$ cat src/rtl/hwctl_pkg.sv
package hwctl_pkg;

  localparam int OPW  = 5;
  localparam int NOPS = 1 << OPW;
  localparam int MINW = 2;
  localparam int B1W  = 5;
  localparam int B2W  = 5;
  localparam int B3W  = 8;
  localparam int ALUW = 9;
  localparam int SHW  = 3;

  typedef enum logic [1:0] {
    MJ_FETCH = 2'd0,
    MJ_DEFER = 2'd1,
    MJ_EXEC  = 2'd2
  } major_t;

  // B1 source positions
  localparam int S1_PC = 0, S1_IR = 1, S1_R = 2, S1_SP = 3, S1_MAR = 4;
  // B2 source positions
  localparam int S2_ONE = 0, S2_NEG = 1, S2_MBR = 2, S2_R = 3, S2_IOD = 4;
  // B3 destination positions
  localparam int D_MAR = 0, D_PC = 1, D_IR = 2, D_R = 3, D_SP = 4,
                 D_MBR = 5, D_IOA = 6, D_IOD = 7;
  // ALU operation positions
  localparam int A_P1 = 0, A_P2 = 1, A_ADD = 2, A_SUB = 3, A_AND = 4,
                 A_OR = 5, A_XOR = 6, A_NOT = 7, A_SHF = 8;

  // opcode values
  localparam int OP_HLT = 0,  OP_LDI = 1,  OP_ANDI = 2, OP_ADDI = 3;
  localparam int OP_GET = 8,  OP_PUT = 9,  OP_RET = 10, OP_RTI = 11;
  localparam int OP_LDR = 12, OP_STR = 13, OP_JSR = 14, OP_BR = 15;
  localparam int OP_LLS = 16, OP_LCS = 17, OP_RLS = 18, OP_RAS = 19;
  localparam int OP_NOT = 20, OP_ADD = 21, OP_SUB = 22, OP_AND = 23;
  localparam int OP_OR  = 24, OP_XOR = 25;

  typedef struct packed {
    logic [B1W-1:0]  b1;
    logic [B2W-1:0]  b2;
    logic [B3W-1:0]  b3;
    logic [ALUW-1:0] alu;
    logic [SHW-1:0]  shf;
    logic            rd;
    logic            wr;
    logic            stall;
    logic            run_clr;
  } ctl_t;

  // Opcodes 0-3, 8-25 carry a meaning; everything else is unassigned.
  function automatic logic [NOPS-1:0] legal_mask();
    logic [NOPS-1:0] m;
    m = '0;
    for (int i = 0; i < NOPS; i++)
      m[i] = (i <= OP_ADDI) || (i >= OP_GET && i <= OP_XOR);
    return m;
  endfunction

  // Shift code selected by the decoded shift lines.
  function automatic logic [SHW-1:0] shift_code(logic lls, logic lcs, logic ras);
    logic [SHW-1:0] c;
    c = '0;
    if (lls) c = 3'b100;
    if (lcs) c = 3'b101;
    if (ras) c = 3'b010;
    return c;
  endfunction

  // Major state reached at the T3 -> T0 wrap.
  function automatic major_t major_after(major_t cur, logic ind);
    major_t n;
    case (cur)
      MJ_FETCH: n = ind ? MJ_DEFER : MJ_EXEC;
      MJ_DEFER: n = MJ_EXEC;
      default:  n = MJ_FETCH;
    endcase
    return n;
  endfunction

endpackage

$ cat src/rtl/hwctl_dec.sv
module hwctl_dec
  import hwctl_pkg::*;
#(
  parameter int W = OPW,
  localparam int N = 1 << W
) (
  input  logic [W-1:0] op,
  output logic [N-1:0] line
);

  for (genvar i = 0; i < N; i++) begin : g_line
    assign line[i] = (op == W'(i));
  end

endmodule

$ cat src/rtl/hwctl_seq.sv
module hwctl_seq
  import hwctl_pkg::*;
(
  input  logic            clk,
  input  logic            rst,
  input  logic            ind,
  input  logic            run_clr,
  output major_t          major,
  output logic [MINW-1:0] minor,
  output logic            run,
  output logic            wrap
);

  localparam logic [MINW-1:0] LAST = {MINW{1'b1}};

  assign wrap = (minor == LAST);

  always_ff @(posedge clk) begin
    if (rst) begin
      minor <= '0;
      major <= MJ_FETCH;
      run   <= 1'b1;
    end else if (run) begin
      minor <= minor + 1'b1;
      if (wrap) major <= major_after(major, ind);
      if (run_clr) run <= 1'b0;
    end
  end

endmodule

$ cat src/rtl/hwctl_tree.sv
module hwctl_tree
  import hwctl_pkg::*;
(
  input  major_t          major,
  input  logic [MINW-1:0] minor,
  input  logic            run,
  input  logic [2:0]      ir_hi,   // IR31, IR30, IR29
  input  logic [NOPS-1:0] dec,
  output ctl_t            ctl
);

  localparam int NT = 1 << MINW;

  logic [NT-1:0] ft, dt, et;
  for (genvar k = 0; k < NT; k++) begin : g_phase
    assign ft[k] = run && (major == MJ_FETCH) && (minor == MINW'(k));
    assign dt[k] = run && (major == MJ_DEFER) && (minor == MINW'(k));
    assign et[k] = run && (major == MJ_EXEC)  && (minor == MINW'(k));
  end

  logic ir31, ir30, ir29;
  assign {ir31, ir30, ir29} = ir_hi;

  logic i_hlt, i_ldi, i_andi, i_addi, i_get, i_put, i_ret, i_ldr, i_str, i_jsr, i_br;
  logic i_lls, i_lcs, i_rls, i_ras, i_not, i_add, i_sub, i_and, i_or, i_xor;
  assign i_hlt  = dec[OP_HLT];
  assign i_ldi  = dec[OP_LDI];
  assign i_andi = dec[OP_ANDI];
  assign i_addi = dec[OP_ADDI];
  assign i_get  = dec[OP_GET];
  assign i_put  = dec[OP_PUT];
  assign i_ret  = dec[OP_RET];
  assign i_ldr  = dec[OP_LDR];
  assign i_str  = dec[OP_STR];
  assign i_jsr  = dec[OP_JSR];
  assign i_br   = dec[OP_BR];
  assign i_lls  = dec[OP_LLS];
  assign i_lcs  = dec[OP_LCS];
  assign i_rls  = dec[OP_RLS];
  assign i_ras  = dec[OP_RAS];
  assign i_not  = dec[OP_NOT];
  assign i_add  = dec[OP_ADD];
  assign i_sub  = dec[OP_SUB];
  assign i_and  = dec[OP_AND];
  assign i_or   = dec[OP_OR];
  assign i_xor  = dec[OP_XOR];

  // opcode-group shortcuts used in Fetch T3
  logic f3_dyad, f3_imm, f3_addr, f3_shift;
  assign f3_dyad  = ft[3] && ir31;
  assign f3_imm   = ft[3] && !ir31;
  assign f3_addr  = ft[3] && !ir31 && ir30 && ir29;
  assign f3_shift = ft[3] && (i_lls || i_lcs || i_rls || i_ras);

  always_comb begin
    ctl = '0;

    // B1 sources
    ctl.b1[S1_PC]  = ft[0] || ft[1] || (et[0] && i_jsr);
    ctl.b1[S1_IR]  = f3_imm || (et[0] && i_get) || (et[2] && i_put);
    ctl.b1[S1_R]   = f3_dyad || (et[1] && i_str);
    ctl.b1[S1_SP]  = (et[0] && i_ret) || (et[1] && i_ret) || (et[2] && i_jsr)
                   || (et[3] && i_jsr);
    ctl.b1[S1_MAR] = (et[1] && i_jsr) || (et[3] && i_br);

    // B2 sources
    ctl.b2[S2_ONE] = ft[1] || (et[3] && i_jsr);
    ctl.b2[S2_NEG] = et[0] && i_ret;
    ctl.b2[S2_MBR] = ft[2] || dt[2] || (et[2] && i_ldr) || (et[3] && i_ret);
    ctl.b2[S2_R]   = ft[3] || (et[0] && i_put);
    ctl.b2[S2_IOD] = et[2] && i_get;

    // B3 destinations
    ctl.b3[D_MAR] = ft[0] || dt[2] || f3_addr || (et[1] && i_ret) || (et[2] && i_jsr);
    ctl.b3[D_PC]  = ft[1] || (et[1] && i_jsr) || (et[3] && (i_ret || i_br));
    ctl.b3[D_IR]  = ft[2];
    ctl.b3[D_R]   = f3_dyad || (ft[3] && (i_ldi || i_andi || i_addi))
                  || (et[2] && (i_get || i_ldr));
    ctl.b3[D_SP]  = (et[0] && i_ret) || (et[3] && i_jsr);
    ctl.b3[D_MBR] = (et[0] && i_jsr) || (et[1] && i_str);
    ctl.b3[D_IOA] = (et[0] && i_get) || (et[2] && i_put);
    ctl.b3[D_IOD] = et[0] && i_put;

    // ALU operation
    ctl.alu[A_P1]  = ft[0] || (ft[3] && i_ldi) || (et[0] && (i_get || i_jsr))
                   || (et[1] && (i_ret || i_str || i_jsr)) || (et[2] && (i_put || i_jsr))
                   || (et[3] && i_br);
    ctl.alu[A_P2]  = ft[2] || dt[2] || (et[0] && i_put) || (et[2] && (i_get || i_ldr))
                   || (et[3] && i_ret);
    ctl.alu[A_ADD] = ft[1] || f3_addr || (ft[3] && (i_addi || i_add))
                   || (et[0] && i_ret) || (et[3] && i_jsr);
    ctl.alu[A_SUB] = ft[3] && i_sub;
    ctl.alu[A_AND] = ft[3] && (i_andi || i_and);
    ctl.alu[A_OR]  = ft[3] && i_or;
    ctl.alu[A_XOR] = ft[3] && i_xor;
    ctl.alu[A_NOT] = ft[3] && i_not;
    ctl.alu[A_SHF] = f3_shift;

    ctl.shf = f3_shift ? shift_code(i_lls, i_lcs, i_ras) : '0;

    // strobes
    ctl.rd      = ft[0] || dt[0] || (et[0] && i_ldr) || (et[1] && i_ret);
    ctl.wr      = (et[1] && i_str) || (et[2] && i_jsr);
    ctl.stall   = dt[1] || dt[3];
    ctl.run_clr = ft[3] && i_hlt;
  end

endmodule

$ cat src/rtl/hwctl_top.sv
module hwctl_top
  import hwctl_pkg::*;
(
  input  logic            clk,
  input  logic            rst,
  input  logic [OPW-1:0]  ir_op,
  input  logic            ir_ind,
  output logic [B1W-1:0]  b1_src,
  output logic [B2W-1:0]  b2_src,
  output logic [B3W-1:0]  b3_load,
  output logic [ALUW-1:0] alu_op,
  output logic [SHW-1:0]  shift_ctl,
  output logic            mem_rd,
  output logic            mem_wr,
  output logic            stall,
  output logic            run_clr,
  output logic            run,
  output logic [1:0]      major,
  output logic [MINW-1:0] minor
);

  localparam logic [NOPS-1:0] LEGAL = legal_mask();

  logic [NOPS-1:0] dec_line;
  major_t          major_q;
  logic            seq_wrap;
  logic            op_legal;
  ctl_t            ctl;

  hwctl_dec #(.W(OPW)) u_dec (
    .op   (ir_op),
    .line (dec_line)
  );

  hwctl_seq u_seq (
    .clk     (clk),
    .rst     (rst),
    .ind     (ir_ind),
    .run_clr (ctl.run_clr),
    .major   (major_q),
    .minor   (minor),
    .run     (run),
    .wrap    (seq_wrap)
  );

  hwctl_tree u_tree (
    .major (major_q),
    .minor (minor),
    .run   (run),
    .ir_hi (ir_op[OPW-1:OPW-3]),
    .dec   (dec_line),
    .ctl   (ctl)
  );

  // named event for the checker: opcode has an assigned meaning
  assign op_legal = |(dec_line & LEGAL);

  assign major     = major_q;
  assign b1_src    = ctl.b1;
  assign b2_src    = ctl.b2;
  assign b3_load   = ctl.b3;
  assign alu_op    = ctl.alu;
  assign shift_ctl = ctl.shf;
  assign mem_rd    = ctl.rd;
  assign mem_wr    = ctl.wr;
  assign stall     = ctl.stall;
  assign run_clr   = ctl.run_clr;

endmodule

$ cat config.mk
export PLATFORM = sky130hd
export DESIGN_NAME = hwctl_top
export DESIGN_NICKNAME = d
export VERILOG_FILES = /design/src/rtl/hwctl_pkg.sv /design/src/rtl/hwctl_dec.sv /design/src/rtl/hwctl_seq.sv /design/src/rtl/hwctl_tree.sv /design/src/rtl/hwctl_top.sv
export SDC_FILE = /design/constraint.sdc
export NUM_CORES = 1
export LEC_CHECK = 0
export ABC_CLOCK_PERIOD_IN_PS = 4560
export CORE_MARGIN = 5
export CORE_UTILIZATION = 43
export CTS_CLUSTER_DIAMETER = 30
export DETAILED_ROUTE_END_ITERATION = 10
export PLACE_DENSITY = 0.87
export SLEW_MARGIN = 20
export SYNTH_ARGS = -nofsm -noshare
export SYNTH_HDL_FRONTEND = slang
export SYNTH_SLANG_ARGS = --single-unit
export TNS_END_PERCENT = 10
$ cat constraint.sdc
create_clock -name clk -period 4.56 [get_ports clk]
set_input_delay 0.456 -clock clk [delete_from_list [all_inputs] [get_ports clk]]
set_output_delay 0.456 -clock clk [all_outputs]
set_load 0.03 [all_outputs]
; ---- Word-level counts from Yosys, hierarchy flattened
; Index checks and enable logic that the tools add are counted.
[totals]
ff_bits = 5
input_bits = 8
output_inout_bits = 39
[op_classes]
n_addsub = 1
n_eq_ne = 25
n_mux = 8
reduce_logical = 109
[op_table]
columns = operator, count
row1 = $logic_or 1x1->1, 55
row2 = $eq 5x5->1 const B, 10
row3 = $logic_and 1x1->1, 49
row4 = $eq 5x4->1 const B, 7
row5 = $mux 3, 4
row6 = $eq 5x2->1 const B, 2
row7 = $eq 2x2->1 const B, 3
row8 = $eq 5x1->1 const B, 1
row9 = $logic_not 5->1, 1
row10 = $eq 2x1->1 const B, 2
row11 = $logic_not 2->1, 2
row12 = $pmux 2 s2, 1
row13 = $add 2x1->2 const B, 1
row14 = $mux 1, 2
row15 = $mux 2, 1
row16 = $reduce_and 2->1, 1
row17 = $logic_not 1->1, 1

; ---- Logic depth before layout (Yosys ltp)
[depth]
word_depth = 10
ltp_mapped = 7

; ---- Modules after synthesis
; Synthesis repeated with hierarchy kept, for this count alone.
[hier_totals]
cells_unflattened = 166
area_unflattened_um2 = 1022.2
[by_module_without_submodules]
columns = mod, instances, cells_each, area_each_um2, seq_area_each_um2
row1 = hwctl_tree, 1, 99, 601.8, 0.0
row2 = hwctl_dec, 1, 47, 221.5, 0.0
row3 = hwctl_seq, 1, 20, 198.9, 100.1

; ---- Worst setup path before layout
; No wires, ideal clock.
[synth_path]
path_type = flip-flop to output port
from = register u_seq.minor[0]
to = output b1_src[3]
arrival_time_ns = 2.053
setup_slack_ns = 2.051
stages_incl_launch_ff = 7
n_path_buf = 1
path_cell_list = dfxtp_1 > inv_1 > ha_1 > clkbuf_1 > mux2i_1 > nor4_2 > nand2b_1
[synth_between]
elab_chain_cells = 6
elab_cells_between_ends = 15
cone_classes = eq/ne (3) / reduce/logical (12)
[synth_lines]
columns = element, line_no
row1 = start: declaration, hwctl_seq.sv:9  ; output logic [MINW-1:0] minor,
row2 = start signal: assignment, hwctl_seq.sv:24  ; minor <= minor + 1'b1;
row3 = $eq 2x1->1 / $logic_not 2->1 (equally long branches), hwctl_tree.sv:18  ; assign et[k] = run && (major == MJ_EXEC) && (minor == MINW'(k));
row4 = $logic_and 1x1->1, hwctl_tree.sv:18
row5 = $logic_and 1x1->1, hwctl_tree.sv:62  ; ctl.b1[S1_SP] = (et[0] && i_ret) || (et[1] && i_ret) || (et[2] && i_jsr)
row6 = $logic_or 1x1->1 (2 in series), hwctl_tree.sv:62
row7 = $logic_or 1x1->1 *, hwctl_tree.sv:63  ; || (et[3] && i_jsr);
row8 = end: declaration, hwctl_top.sv:8  ; output logic [B1W-1:0] b1_src,
; Every way passes the cells marked *; elsewhere a longest branch is shown, timed or not.

; ---- Worst setup path in the final report
[layout_path]
from = input ir_op[2]
to = output b2_src[2]
[layout_between]
elab_chain_cells = 4
elab_cells_between_ends = 6
cone_classes = eq/ne (2) / reduce/logical (4)
[layout_lines]
columns = element, line_no
row1 = start: declaration, hwctl_top.sv:6  ; input logic [OPW-1:0] ir_op,
row2 = $eq 5x4->1, hwctl_dec.sv:12  ; assign line[i] = (op == W'(i));
row3 = $logic_and 1x1->1, hwctl_tree.sv:69  ; ctl.b2[S2_MBR] = ft[2] || dt[2] || (et[2] && i_ldr) || (et[3] && i_ret);
row4 = $logic_or 1x1->1, hwctl_tree.sv:69
row5 = $logic_or 1x1->1 *, hwctl_tree.sv:69
row6 = end: declaration, hwctl_top.sv:9  ; output logic [B2W-1:0] b2_src,
; Marked as above.

==> impl_metrics.env <==
export IMPL_peakVddDrop_mv=0.181
export IMPL_drt_vias_per_instance=5.60
export IMPL_dr_total_vias=1120
export IMPL_core_mm2=0.00202
export IMPL_die_area_mm2=0.00321
export IMPL_whs_path_depth=2
export IMPL_io_buffer_count=46
export IMPL_reg2regPathDepth=5
export IMPL_worst_path_buf_inv=2
export IMPL_ys_seq_area_frac=0.107
export IMPL_path_clk_slew_ns=0.05
export IMPL_grt_pass1_wl_um=5130
export IMPL_initial_core_util=0.463
export IMPL_rr_endpoint="u_seq.run$_SDFF_PP1_"
export IMPL_grt_pass1_vias=1117
export IMPL_crit_family="buffers and inverters"
export IMPL_ys_ff_latch=5
export IMPL_rsz0062_at_grt="no"
export IMPL_drt_iter0_markers=27
export IMPL_yosys_area_top_type_share=0.107
export IMPL_syn_mean_instance_area_um2=6.83
export IMPL_synthTopCellsByArea="dfxtp_1 (11%), nor2_1 (8.0%), nand2_1 (6.4%)"
export IMPL_synth_area_leader_cell="dfxtp_1"
export IMPL_rows=16
export IMPL_cts_max_level=1
export IMPL_ctsResizeCount=0
export IMPL_grt_start_max_net_pins=18
export IMPL_io_pins=47
export IMPL_yosys_most_used_dff="dfxtp_1"
export IMPL_maxCapViolations=0
export IMPL_crit_fanout=13
export IMPL_wl_per_cell_um=14.7
export IMPL_tightest_slew_ns=0.590
export IMPL_finalCritPeriodShare=0.737
export IMPL_holdCritPathClass="flip-flop to flip-flop"
export IMPL_r2r_start="u_seq.minor[0]$_SDFFE_PP0P_"
export IMPL_path_class="primary input to output pin"
export IMPL_drc=0
export IMPL_final_common_cell="clkdlybuf4s50_1"
export IMPL_grt_use_total=0.197
export IMPL_hold_end="u_seq.minor[1]$_SDFFE_PP0P_"
export IMPL_cts_buffers=3
export IMPL_hold_ws_ns=0.568
export IMPL_cts_tree="built"
export IMPL_power_density_mw_per_mm2=172
export IMPL_slew_headroom=0.605
export IMPL_cp_arrival_ns=2.91
export IMPL_final_util=0.682
export IMPL_antenna_left=0
export IMPL_worstSetupStartpointType="primary input"
export IMPL_synthCells=137
export IMPL_cts_root_buf="clkbuf_4"
export IMPL_crit_required_ns=4.10
export IMPL_fin_crit_ns=3.36
export IMPL_wirelength_um=2950
export IMPL_dr_pass1_iters=4
export IMPL_layout_common_cells="clkdlybuf4s50_1 (46), nor2_1 (20), nand2_1 (16)"
export IMPL_clk_latency_ns=0.25
export IMPL_synth_edf_count=0
export IMPL_fin_nets=186
export IMPL_worst_path_largest_cell_delay_ns=0.69
export IMPL_grt_overflow=0
export IMPL_die_h_um=56.7
export IMPL_skew_ns=0.00562
export IMPL_drive_gt1_frac=0.0809
export IMPL_synthDistinctLibCells=46
export IMPL_hp_start="u_seq.minor[1]$_SDFFE_PP0P_"
export IMPL_slew_violations=0
export IMPL_routabilityCongestion=0.936
export IMPL_p_leak_uw=0.000523
export IMPL_async_flop_share=0
export IMPL_cts_buffer_depth=2
export IMPL_syn_area_um2=936
export IMPL_antenna_found_initial=0
export IMPL_die_w_um=56.7
export IMPL_r2r_setup_slack_ns=2.78
export IMPL_clkSinkCount=5
export IMPL_diodes=0
export IMPL_cts_setup_buffers=0
export IMPL_hpwl_um=2280
export IMPL_setup_violations_final=0
export IMPL_cp_common_cell="clkdlybuf4s50_1"
export IMPL_postCtsHoldBufs=0
export IMPL_hold_viol=0
export IMPL_tns_ns=0
export IMPL_status="finished, final reports clean"
export IMPL_fmax_mhz=298
export IMPL_synth_warnings=0
export IMPL_synth_nets=149
export IMPL_crit_path_end_kind="output pin"
export IMPL_path_cells="clkdlybuf4s50_1 > or3b_4 > nor3_2 > a32oi_1 > o21ai_1 > clkdlybuf4s50_1"
export IMPL_slowest_stage="clkdlybuf4s50_1"
export IMPL_area_delta_synth_final_pct=47.3
[per-layer routing]
layer  up-vias  track usage  wire length (um)
met1       512        0.233              1270
met5         -            0                 0
met4         0       0.0780                56
met2        52        0.347              1400
met3         7       0.0321               221
li1        549            -                 -
[worst max path at each step]
stage	start	endpoint	slack (ns)	depth (start not counted)
6_report	ir_op[2]	b2_src[2]	1.20	6
5_1_grt	ir_op[1]	b2_src[2]	1.09	6
4_1_cts	ir_op[2]	b2_src[2]	1.21	6
3_5_place_dp	ir_op[2]	b2_src[2]	1.24	6
3_3_place_gp	ir_op[2]	b2_src[2]	1.21	6
2_1_floorplan	u_seq.minor[0]$_SDFFE_PP0P_	b1_src[3]	2.05	6
[final cells by class]
cell class                 count  area (um2)
fill                         178         643
inverter                       9        33.8
tap                           27        33.8
clock buffer                   4        26.3
multi-input combinational    109         724
timing repair buffer          46         460
sequential                     5         100
[metrics by stage]
stage / cells / instance area (um2) / total power [uW] / setup slack (ns)
floorplan: 137 / 936 / 138 / 2.05
global placement: 196 / 1350 / 183 / 1.21
detailed placement: 196 / 1350 / 184 / 1.24
CTS: 200 / 1380 / 239 / 1.21
global route: 200 / 1380 / 251 / 1.09
finish: 200 / 1380 / 237 / 1.20
[power by group]
group          internal [uW]  leakage [uW]  switching (uW)
Combinational           54.7      0.000467            78.4
Clock                   33.2     0.0000150            20.2
Sequential              46.3     0.0000410            4.22
Total                    134      0.000523             103
[tightest hold or removal path, cell delays in order (launching register included)]
cell     delay (ns)
dfxtp_1        0.34
mux2i_1        0.13
nor2_1         0.05
[flip-flops by register name (all words and copies together) (netlist names)]
| name | count |
|---|---|
| u_seq.major | 2 |
| u_seq.minor | 2 |
| u_seq.run | 1 |
[cell usage after synthesis (2+ instances only)]
| master | instances |
|---|---|
| nor2_1 | 20 |
| nand2_1 | 16 |
| inv_1 | 9 |
| buf_2 | 8 |
| nand3_1 | 6 |
| a21oi_1 | 5 |
| dfxtp_1 | 5 |
| nand2b_1 | 5 |
| nor3_1 | 5 |
| buf_4 | 4 |
| ha_1 | 4 |
| mux2i_1 | 4 |
| o21ai_0 | 4 |
| and2_1 | 2 |
| and3_1 | 2 |
| clkbuf_1 | 2 |
| nand3b_1 | 2 |
| nand4b_1 | 2 |
| nor2b_1 | 2 |
| o21ai_1 | 2 |
| or2_1 | 2 |
| or3_1 | 2 |
[cell families after synthesis]
family | Yosys count | synth area share
xor gates and xnor gates | 1 | 0.00936
muxes | 4 | 0.0428
and+or+nand+nor | 75 | 0.457
buffers and inverters | 23 | 0.119
AOI/OAI and AO/OA | 25 | 0.211
adders and majority gates | 4 | 0.0535
DFF | 5 | 0.107
Power figures use the tool's default switching activity.
